`config.mk`:
```
export PLATFORM = sky130hd
export DESIGN_NAME = flash_sector_writer
export DESIGN_NICKNAME = d
export VERILOG_FILES = /design/src/rtl/flsw_pkg.sv /design/src/rtl/spi_byte_xfer.sv /design/src/rtl/page_addr_track.sv /design/src/rtl/flash_sector_writer.sv
export SDC_FILE = /design/constraint.sdc
export NUM_CORES = 1
export LEC_CHECK = 0
export BUFFER_PORTS_ARGS = -buffer_cell sky130_fd_sc_hd__buf_2
export CORE_UTILIZATION = 46
export CTS_CLUSTER_SIZE = 28
export DETAILED_ROUTE_END_ITERATION = 16
export HOLD_SLACK_MARGIN = 0.03
export PLACE_DENSITY = 0.63
export SLEW_MARGIN = 30
export SYNTH_ARGS = -nofsm -noshare
export SYNTH_HDL_FRONTEND = slang
export SYNTH_SLANG_ARGS = --single-unit
```
`constraint.sdc`:
```
create_clock -name clk -period 5.1 [get_ports clk]
set_input_delay 0.255 -clock clk [delete_from_list [all_inputs] [get_ports clk]]
set_output_delay 0.255 -clock clk [all_outputs]
set_load 0.01 [all_outputs]
```
`src/rtl/flsw_pkg.sv`:
```
package flsw_pkg;
  localparam int ADDR_HI_W = 16;
  localparam int ERR_W     = 3;

  localparam logic [7:0] OP_RDSR = 8'h05;
  localparam logic [7:0] OP_WREN = 8'h06;
  localparam logic [7:0] OP_PROG = 8'h02;

  localparam logic [ERR_W-1:0] ERC_NONE    = 3'd0;
  localparam logic [ERR_W-1:0] ERC_TIMEOUT = 3'd2;
  localparam logic [ERR_W-1:0] ERC_PENDING = 3'd4;

  typedef enum logic [4:0] {
    S_IDLE, S_ERR, S_STREAM, S_DATA,
    S_POLL_CMD, S_POLL_RD, S_POLL_DES,
    S_WE_CMD, S_WE_DES,
    S_CMD, S_A2, S_A1, S_A0,
    S_ER_DES, S_PG_DES, S_PRE_DES, S_NXT_DES, S_FIN_DES, S_ERR_DES
  } fsm_t;
endpackage

```
`src/rtl/spi_byte_xfer.sv`:
```
module spi_byte_xfer #(
  parameter int W = 8
) (
  input  logic         clk,
  input  logic         rst_n,
  input  logic         go,
  input  logic [W-1:0] tx,
  output logic         busy,
  output logic         done,
  output logic         last_bit,
  output logic         sck,
  output logic         mosi,
  input  logic         miso
);
  localparam int CW = (W > 1) ? $clog2(W) : 1;

  logic [W-1:0]  sh;
  logic [CW-1:0] bc;
  logic          act, ph, sck_q, done_q, rx_q;

  // Two system cycles per bit: low half drives MOSI, rising edge samples MISO.
  always_ff @(posedge clk or negedge rst_n) begin
    if (!rst_n) begin
      sh     <= '0;
      bc     <= '0;
      act    <= 1'b0;
      ph     <= 1'b0;
      sck_q  <= 1'b0;
      done_q <= 1'b0;
      rx_q   <= 1'b0;
    end else begin
      done_q <= 1'b0;
      if (go && !act) begin
        sh  <= tx;
        act <= 1'b1;
        ph  <= 1'b0;
        bc  <= '0;
      end else if (act) begin
        if (!ph) begin
          sck_q <= 1'b1;
          ph    <= 1'b1;
          rx_q  <= miso;
        end else begin
          sck_q <= 1'b0;
          ph    <= 1'b0;
          sh    <= {sh[W-2:0], 1'b0};
          bc    <= bc + 1'b1;
          if (bc == CW'(W-1)) begin
            act    <= 1'b0;
            done_q <= 1'b1;
          end
        end
      end
    end
  end

  assign busy     = act;
  assign done     = done_q;
  assign last_bit = rx_q;
  assign sck      = sck_q;
  assign mosi     = sh[W-1];
endmodule

```
`src/rtl/page_addr_track.sv`:
```
module page_addr_track #(
  parameter int SECT_W = 16,
  parameter int EXP_W  = 5,
  parameter int HI_W   = 16
) (
  input  logic              clk,
  input  logic              rst_n,
  input  logic              load,
  input  logic [SECT_W-1:0] sect_in,
  input  logic [EXP_W-1:0]  exp_in,
  input  logic              bump_sect,
  input  logic              tick,
  output logic [HI_W-1:0]   hi,
  output logic              last_in_page
);
  logic [SECT_W-1:0] sect_q;
  logic [EXP_W-1:0]  exp_q;
  logic [HI_W-1:0]   hi_q;
  logic [7:0]        lo_q;

  function automatic logic [HI_W-1:0] page_of(input logic [SECT_W-1:0] s,
                                              input logic [EXP_W-1:0] e);
    return HI_W'(s) << (e - EXP_W'(8));
  endfunction

  always_ff @(posedge clk or negedge rst_n) begin
    if (!rst_n) begin
      sect_q <= '0;
      exp_q  <= '0;
      hi_q   <= '0;
      lo_q   <= '0;
    end else if (load) begin
      sect_q <= sect_in;
      exp_q  <= exp_in;
      hi_q   <= page_of(sect_in, exp_in);
      lo_q   <= '0;
    end else if (bump_sect) begin
      sect_q <= sect_q + 1'b1;
      hi_q   <= page_of(sect_q + 1'b1, exp_q);
      lo_q   <= '0;
    end else if (tick) begin
      lo_q <= lo_q + 1'b1;
      if (lo_q == 8'hFF) hi_q <= hi_q + 1'b1;
    end
  end

  assign hi           = hi_q;
  assign last_in_page = (lo_q == 8'hFF);
endmodule

```
`src/rtl/flash_sector_writer.sv`:
```
module flash_sector_writer
  import flsw_pkg::*;
#(
  parameter int SECT_W     = 16,
  parameter int EXP_W      = 5,
  parameter int POLL_LIMIT = 65535
) (
  input  logic              clk,
  input  logic              rst_n,
  input  logic              start,
  input  logic [SECT_W-1:0] sector,
  input  logic [EXP_W-1:0]  sect_exp,
  input  logic [7:0]        erase_op,
  input  logic              next_req,
  input  logic              finish_req,
  input  logic              in_valid,
  input  logic [7:0]        in_data,
  output logic              in_ready,
  output logic              busy,
  output logic [ERR_W-1:0]  err_code,
  output logic              spi_cs_n,
  output logic              spi_sck,
  output logic              spi_mosi,
  input  logic              spi_miso
);
  localparam int PW = (POLL_LIMIT > 1) ? $clog2(POLL_LIMIT) : 1;

  fsm_t                 state;
  logic [7:0]           er_op_q, dat_q, tx;
  logic                 issued, need_pp, pp_open, is_erase, cs_n_q;
  logic [PW-1:0]        poll_cnt;
  logic [ERR_W-1:0]     err_q;
  logic                 byte_st, sel, go, x_busy, x_done, x_bit;
  logic                 trk_load, trk_bump, trk_tick, last_in_page;
  logic [ADDR_HI_W-1:0] hi;

  always_comb begin
    byte_st = !(state inside {S_IDLE, S_ERR, S_STREAM});
    sel     = (state inside {S_POLL_CMD, S_POLL_RD, S_WE_CMD, S_CMD, S_A2,
                             S_A1, S_A0, S_DATA}) || (state == S_STREAM && pp_open);
    case (state)
      S_POLL_CMD: tx = OP_RDSR;
      S_WE_CMD:   tx = OP_WREN;
      S_CMD:      tx = is_erase ? er_op_q : OP_PROG;
      S_A2:       tx = hi[15:8];
      S_A1:       tx = hi[7:0];
      S_DATA:     tx = dat_q;
      default:    tx = 8'h00;
    endcase
  end

  assign go       = byte_st && !issued && !x_busy;
  assign in_ready = (state == S_STREAM) && pp_open && !start && !next_req && !finish_req;
  assign busy     = byte_st;
  assign trk_load = start && ((state inside {S_IDLE, S_ERR}) ||
                              (state == S_STREAM && !pp_open));
  assign trk_bump = (state == S_STREAM) && !start && next_req;
  assign trk_tick = (state == S_DATA) && x_done;

  always_ff @(posedge clk or negedge rst_n) begin
    if (!rst_n) begin
      state    <= S_IDLE;
      er_op_q  <= '0;
      dat_q    <= '0;
      issued   <= 1'b0;
      need_pp  <= 1'b0;
      pp_open  <= 1'b0;
      is_erase <= 1'b0;
      cs_n_q   <= 1'b1;
      poll_cnt <= '0;
      err_q    <= ERC_NONE;
    end else begin
      cs_n_q <= !sel;
      if (go) issued <= 1'b1;
      else if (x_done) issued <= 1'b0;

      if (trk_load) begin
        err_q    <= ERC_NONE;
        er_op_q  <= erase_op;
        is_erase <= 1'b1;
        need_pp  <= 1'b0;
        state    <= S_POLL_CMD;
      end else if (state == S_STREAM) begin
        if (start) begin
          err_q   <= ERC_PENDING;
          pp_open <= 1'b0;
          state   <= S_ERR_DES;
        end else if (next_req) begin
          is_erase <= 1'b1;
          pp_open  <= 1'b0;
          need_pp  <= 1'b0;
          state    <= S_NXT_DES;
        end else if (finish_req) begin
          pp_open <= 1'b0;
          need_pp <= 1'b0;
          state   <= S_FIN_DES;
        end else if (in_valid && need_pp) begin
          is_erase <= 1'b0;
          state    <= S_PRE_DES;
        end else if (in_valid && pp_open) begin
          dat_q <= in_data;
          state <= S_DATA;
        end
      end else if (x_done) begin
        case (state)
          S_POLL_CMD: begin
            poll_cnt <= '0;
            state    <= S_POLL_RD;
          end
          S_POLL_RD: begin
            if (!x_bit) state <= S_POLL_DES;
            else if (poll_cnt == PW'(POLL_LIMIT - 1)) begin
              err_q <= ERC_TIMEOUT;
              state <= S_ERR_DES;
            end else poll_cnt <= poll_cnt + 1'b1;
          end
          S_POLL_DES: state <= S_WE_CMD;
          S_WE_CMD:   state <= S_WE_DES;
          S_WE_DES:   state <= S_CMD;
          S_CMD:      state <= S_A2;
          S_A2:       state <= S_A1;
          S_A1:       state <= S_A0;
          S_A0: begin
            if (is_erase) state <= S_ER_DES;
            else begin
              pp_open <= 1'b1;
              need_pp <= 1'b0;
              state   <= S_STREAM;
            end
          end
          S_ER_DES, S_PG_DES: begin
            need_pp <= 1'b1;
            state   <= S_STREAM;
          end
          S_DATA: begin
            if (last_in_page) begin
              pp_open <= 1'b0;
              state   <= S_PG_DES;
            end else state <= S_STREAM;
          end
          S_PRE_DES, S_NXT_DES: state <= S_POLL_CMD;
          S_FIN_DES: state <= S_IDLE;
          S_ERR_DES: state <= S_ERR;
          default:   state <= S_IDLE;
        endcase
      end
    end
  end

  spi_byte_xfer #(.W(8)) i_xfer (
    .clk(clk), .rst_n(rst_n), .go(go), .tx(tx), .busy(x_busy), .done(x_done),
    .last_bit(x_bit), .sck(spi_sck), .mosi(spi_mosi), .miso(spi_miso)
  );

  page_addr_track #(.SECT_W(SECT_W), .EXP_W(EXP_W), .HI_W(ADDR_HI_W)) i_trk (
    .clk(clk), .rst_n(rst_n), .load(trk_load), .sect_in(sector), .exp_in(sect_exp),
    .bump_sect(trk_bump), .tick(trk_tick), .hi(hi), .last_in_page(last_in_page)
  );

  assign spi_cs_n = cs_n_q;
  assign err_code = err_q;
endmodule

```
Word level (Yosys, flattened, before mapping). Cells that the tools add are included. Widths: inputs -> output; s select.

Register bits after elaboration: 106. Output and inout port bits: 8. Bits of input ports: 44. Word-level logic and storage cells: 201.

Equality and inequality tests: 33. Add/subtract/negate cells: 7. Reductions and logical operators: 57. Mux-type cells: 73. Shifts and indexed selects: 2. Bitwise logic cells: 8.

Operator list (count): $mux 16 (8); $pmux 5 s13 (1); $mux 8 (7); $mux 5 (10); $add 16x1->16 const B (3); $pmux 8 s6 (1); $eq 5x4->1 const B (8); $pmux 16 s2 (1); $shl 16x5->16 (2); $mux 1 (31); $mux 3 (10); $reduce_bool 3->1 (9); $eq 5x3->1 const B (4); $eq 16x16->1 const B (1); $reduce_bool 2->1 (8); $logic_and 1x1->1 (14); $ne 3x2->1 const B (4); $reduce_and 6->1 (2); $eq 5x2->1 const B (2); $eq 5x5->1 const B (2); $reduce_and 5->1 (2); $sub 5x4->5 const B (2); $add 8x1->8 const B (1); $eq 8x8->1 const B (1); other kinds (24) (46).

Longest topological paths before layout.
Depth after elaboration: 8. Depth in mapped cells: 9. Mapped depth without buffers: 7.

Hierarchy. Synthesis repeated with hierarchy kept, for this count alone.

Cell total of the unflattened synthesis: 921. Area, all modules: 8022.7 µm².

Modules (own cells, without submodules): page_addr_track (cells each 542, instances 1, sequential area each 1126.1 µm², area each 4421.7 µm²); flash_sector_writer (cells each 324, instances 1, sequential area each 1102.3 µm², area each 2836.5 µm²); spi_byte_xfer (cells each 55, instances 1, sequential area each 400.4 µm², area each 764.5 µm²).

Least setup slack after synthesis. OpenSTA, ideal clock, no wires.

Kind: flip-flop to flip-flop. Start point: register state[2]. End point: register i_trk.hi_q[14] (netlist: i_trk.hi[14]). Stages on the path, launching flop included: 10. Data arrival time: 2.383 ns. Slack: 2.635 ns. Data required time: 5.018 ns. Path buffers: 3. Clock period less this slack: 2.465 ns. Path through: dfrtp_1 buf_6 or3_1 buf_2 or4_1 clkbuf_2 or4_1 a31oi_1 a21oi_1 a31oi_1.

Word-level cells in the longest chain between the ends: 6. Elaborated cells on any way between the ends: 16. Those cells by class: eq/ne: 3; mux: 2; reduce/logical: 11.

RTL lines: from (decl) (line flash_sector_writer.sv:28) `fsm_t state;`; from (signal assigned) (line flash_sector_writer.sv:62) `state <= S_IDLE;`; from (signal assigned) (line flash_sector_writer.sv:82) `state <= S_POLL_CMD;`; from (signal assigned) (line flash_sector_writer.sv:87) `state <= S_ERR_DES;`; $eq 5x1->1 (tied with other cells) (line flash_sector_writer.sv:55) `assign trk_load = start && ((state inside {S_IDLE, S_ERR}) ||`; $reduce_bool 2->1 or $logic_and 1x1->1 (tied branches) (line flash_sector_writer.sv:55, flash_sector_writer.sv:56); $logic_or 1x1->1 (line flash_sector_writer.sv:55); $logic_and 1x1->1 (line flash_sector_writer.sv:55); $reduce_bool 3->1 (no source line); $reduce_and 2->1 (no source line); to (signal assigned) (line page_addr_track.sv:35) `hi_q <= page_of(sect_in, exp_in);`; to (signal assigned) (line page_addr_track.sv:39) `hi_q <= page_of(sect_q + 1'b1, exp_q);`; to (signal assigned) (line page_addr_track.sv:43) `if (lo_q == 8'hFF) hi_q <= hi_q + 1'b1;`; to (decl) (line page_addr_track.sv:18) `logic [HI_W-1:0] hi_q;`.

Several ways; a longest one is shown, not always the timed one. A chain may end at the register's enable or synchronous reset.

Final worst setup path.
Start point: register state[3]. End point: register i_trk.hi_q[15] (netlist: i_trk.hi[15]).

The elaborated chain is that of the path after synthesis.

==> flow_metrics.env <==
export IMPL_status="complete, no violations"
export IMPL_whs_ns=0.0765
export IMPL_dr_max_layer_used="met4"
export IMPL_finalSetupTns_ns=0
export IMPL_synthFlopType="dfrtp_1"
export IMPL_finalSetupViolations=0
export IMPL_cp_required_ns=5.38
export IMPL_nets=1000
export IMPL_dieArea_um2=17400
export IMPL_switching_share=0.453
export IMPL_wl_met2_um=10700
export IMPL_critPathMaxFanout=29
export IMPL_hold_viol=0
export IMPL_clockBufferDepth=2
export IMPL_fillerInstances=1590
export IMPL_drcViolationCount=0
export IMPL_power_switching_mw=1.78
export IMPL_antenna_found_initial=0
export IMPL_cts_tree="built"
export IMPL_wl_met3_um=1610
export IMPL_firstDrtPassIters=5
export IMPL_syn_inst=949
export IMPL_antenna_left=0
export IMPL_fp_dieW_um=132
export IMPL_routed_wl_um=22900
export IMPL_vias=7508
export IMPL_start_util=0.471
export IMPL_ys_top_cells_by_count="118 x nand2_1, 104 x dfrtp_1, 96 x nor2_1, 60 x o21ai_0, 57 x clkbuf_1"
export IMPL_netlist_area_um2=7780
export IMPL_wl_per_cell_um=19.5
export IMPL_grt_use_total=0.269
export IMPL_powerDensity_nw_per_um2=467
export IMPL_synth_edf_count=0
export IMPL_clkTransAtPathRegs_ns=0.08
export IMPL_max_cap_violations=0
export IMPL_rsz0062_at_grt="false"
export IMPL_place_gp_congestion=0.903
export IMPL_grt_max_degree=57
export IMPL_fin_crit_sh=0.609
export IMPL_grt_pass1_vias=6887
export IMPL_final_core_util=0.509
export IMPL_antennaDiodeCount=0
export IMPL_m1WireLength_um=9970
export IMPL_synth_seq_cells=105
export IMPL_drive_gt1_frac=0.132
export IMPL_overflow=0
export IMPL_grt_first_pass_wirelength_um=37000
export IMPL_pwr_share_clk=0.183
export IMPL_synth_cell_types=74
export IMPL_critPathArrivalTime_ns=3.39
export IMPL_path_class="reg2reg"
export IMPL_root_buffer="clkbuf_16"
export IMPL_initialDrtViolationCount=836
export IMPL_io_pins=52
export IMPL_synth_top_area_share=0.335
export IMPL_synth_area_leader_cell="dfrtp_1"
export IMPL_syn_area_per_cell_um2=8.19
export IMPL_seq_area_frac_synth=0.338
export IMPL_cts_resized=0
export IMPL_cts_sinks=105
export IMPL_slew_headroom=0.434
export IMPL_synth_async_reset_ratio=1.00
export IMPL_min_period_ns=3.11
export IMPL_area_growth_syn_to_layout_pct=8.22
export IMPL_comb_power_share=0.430
export IMPL_cts_setup_buffers=0
export IMPL_hp_class="in2reg"
export IMPL_clock_latency_ns=0.37
export IMPL_dp_hpwl_um=16600
export IMPL_cp_start_kind="register"
export IMPL_peakVddDrop_uv=300
export IMPL_h_tree_depth=3
export IMPL_io_buffers=50
export IMPL_cp_end_kind="register"
export IMPL_die_y_um=132
export IMPL_core_area_um2=16500
export IMPL_p_leak_nw=3.37
export IMPL_clock_skew_ns=0.0112
export IMPL_yosys_warnings=0
export IMPL_max_freq_mhz=322
export IMPL_worstMarginPinSlew_ns=0.846
export IMPL_rows=47
export IMPL_numCtsBuffers=9
export IMPL_viasPerCell=6.40
export IMPL_syn_nets=1000
export IMPL_seqPwrFrac=0.387
export IMPL_ctsHoldBuffers=1
export IMPL_power_internal_mw=2.15
export IMPL_synthTopCellsByArea="dfrtp_1 33%, nand2_1 5.7%, nor2_1 4.6%, o21ai_0 3.9%, mux2_2 3.6%"
export IMPL_drv_slew=0
export IMPL_yosysMostFrequentCell="nand2_1"
==> logic make-up (layout without fill, tap and decap cells) <==
group / count (synthesis) / after routing / share of synthesized area
AND/OR/NAND/NOR: 392 / 392 / 0.242
adder cells (fa/ha/maj): 7 / 7 / 0.0113
buffers and inverters: 91 / 96 / 0.0459
XOR/XNOR: 32 / 32 / 0.0360
AO/OA/AOI/OAI: 264 / 264 / 0.231
multiplexers: 57 / 57 / 0.0951
other: 1 / 1 / 0.000482
flip-flops: 105 / 105 / 0.338
==> registers in the layout, indices dropped and copies added, names as in the netlist, 2 cells and up <==
register / count
er_op_q: 8
i_xfer.bc: 3
i_xfer.sh: 8
i_trk.sect_q: 16
i_trk.lo_q: 8
i_trk.exp_q: 5
state: 5
err_code: 2
i_trk.hi: 16
dat_q: 8
poll_cnt: 16
==> cell type report <==
class	count	area, µm²	area share
repair buffers	61	338	0.0401
multi-input cells	753	4800	0.571
flip-flops and latches	105	2630	0.312
well taps	220	275	0.0327
inverters	19	71.3	0.00847
clock inverters	5	45.0	0.00535
clock buffers	11	253	0.0300
==> placed cells by master (no fill, tap or decap), types with 8 or more instances in the layout <==
| cell | netlist | layout |
|---|---|---|
| nor3_1 | 23 | 23 |
| and3_1 | 13 | 12 |
| nand4_1 | 19 | 19 |
| a22oi_1 | 8 | 8 |
| o311ai_0 | 9 | 9 |
| buf_2 | 2 | 49 |
| o22ai_1 | 13 | 13 |
| xor2_1 | 9 | 9 |
| nand3_1 | 39 | 39 |
| buf_4 | 1 | 11 |
| nor2_1 | 96 | 96 |
| a31oi_1 | 15 | 15 |
| dfrtp_1 | 104 | 104 |
| o211ai_1 | 11 | 11 |
| a221o_1 | 10 | 10 |
| o21ai_0 | 60 | 60 |
| clkbuf_16 | 0 | 9 |
| mux4_2 | 11 | 11 |
| nand2b_1 | 10 | 10 |
| a211oi_1 | 13 | 13 |
| nor2b_1 | 14 | 14 |
| xnor2_1 | 23 | 23 |
| nand2_1 | 118 | 118 |
| and2_1 | 10 | 10 |
| mux2_2 | 25 | 25 |
| mux2i_1 | 21 | 21 |
| or3_1 | 8 | 8 |
| inv_1 | 18 | 18 |
| nor4_1 | 15 | 14 |
| a21oi_1 | 52 | 52 |
==> power by group through the flow <==
stage	clock network (mW)	registers [mW]	logic, mW
floorplan	0	1.31	1.39
global placement	0	1.52	1.66
detailed placement	0	1.52	1.66
CTS	0.737	1.51	1.67
global route	0.768	1.57	1.86
finish	0.721	1.52	1.69
==> critical path: stages (launching register included) <==
cell,delay (ns)
dfrtp_1,0.82
nor2_1,0.27
nand4_1,0.19
buf_4,0.34
nand2_1,0.49
nor2_1,0.54
o21ai_0,0.17
a22oi_1,0.20
==> per-layer routing <==
metal / GRT usage / up-vias
met4: 0.0937 / 0
met3: 0.0423 / 57
met2: 0.427 / 327
met1: 0.371 / 3574
met5: 0 / -
li1: - / 3550
==> final timing paths <==
path,endpoint,start,cells past startpoint,slack (ns)
max,i_trk.hi[15],state[3],7,1.99
min,er_op_q[2],erase_op[2],3,0.08
max reg2reg,i_trk.hi[15],state[3],7,1.99
min reg2reg,er_op_q[2],er_op_q[2],2,0.49
max in group asynchronous,er_op_q[6],rst_n,3,3.45
min in group asynchronous,poll_cnt[5],rst_n,2,0.47
==> metrics by stage <==
step,cells,instance area [µm²],power (mW),setup WS (ns)
floorplan,949,7780,2.70,2.63
global placement,1157,8100,3.18,2.04
detailed placement,1157,8100,3.18,2.08
CTS,1174,8410,3.91,2.07
global route,1174,8420,4.19,1.75
finish,1174,8420,3.93,1.99
Power figures use the tool's default switching activity.
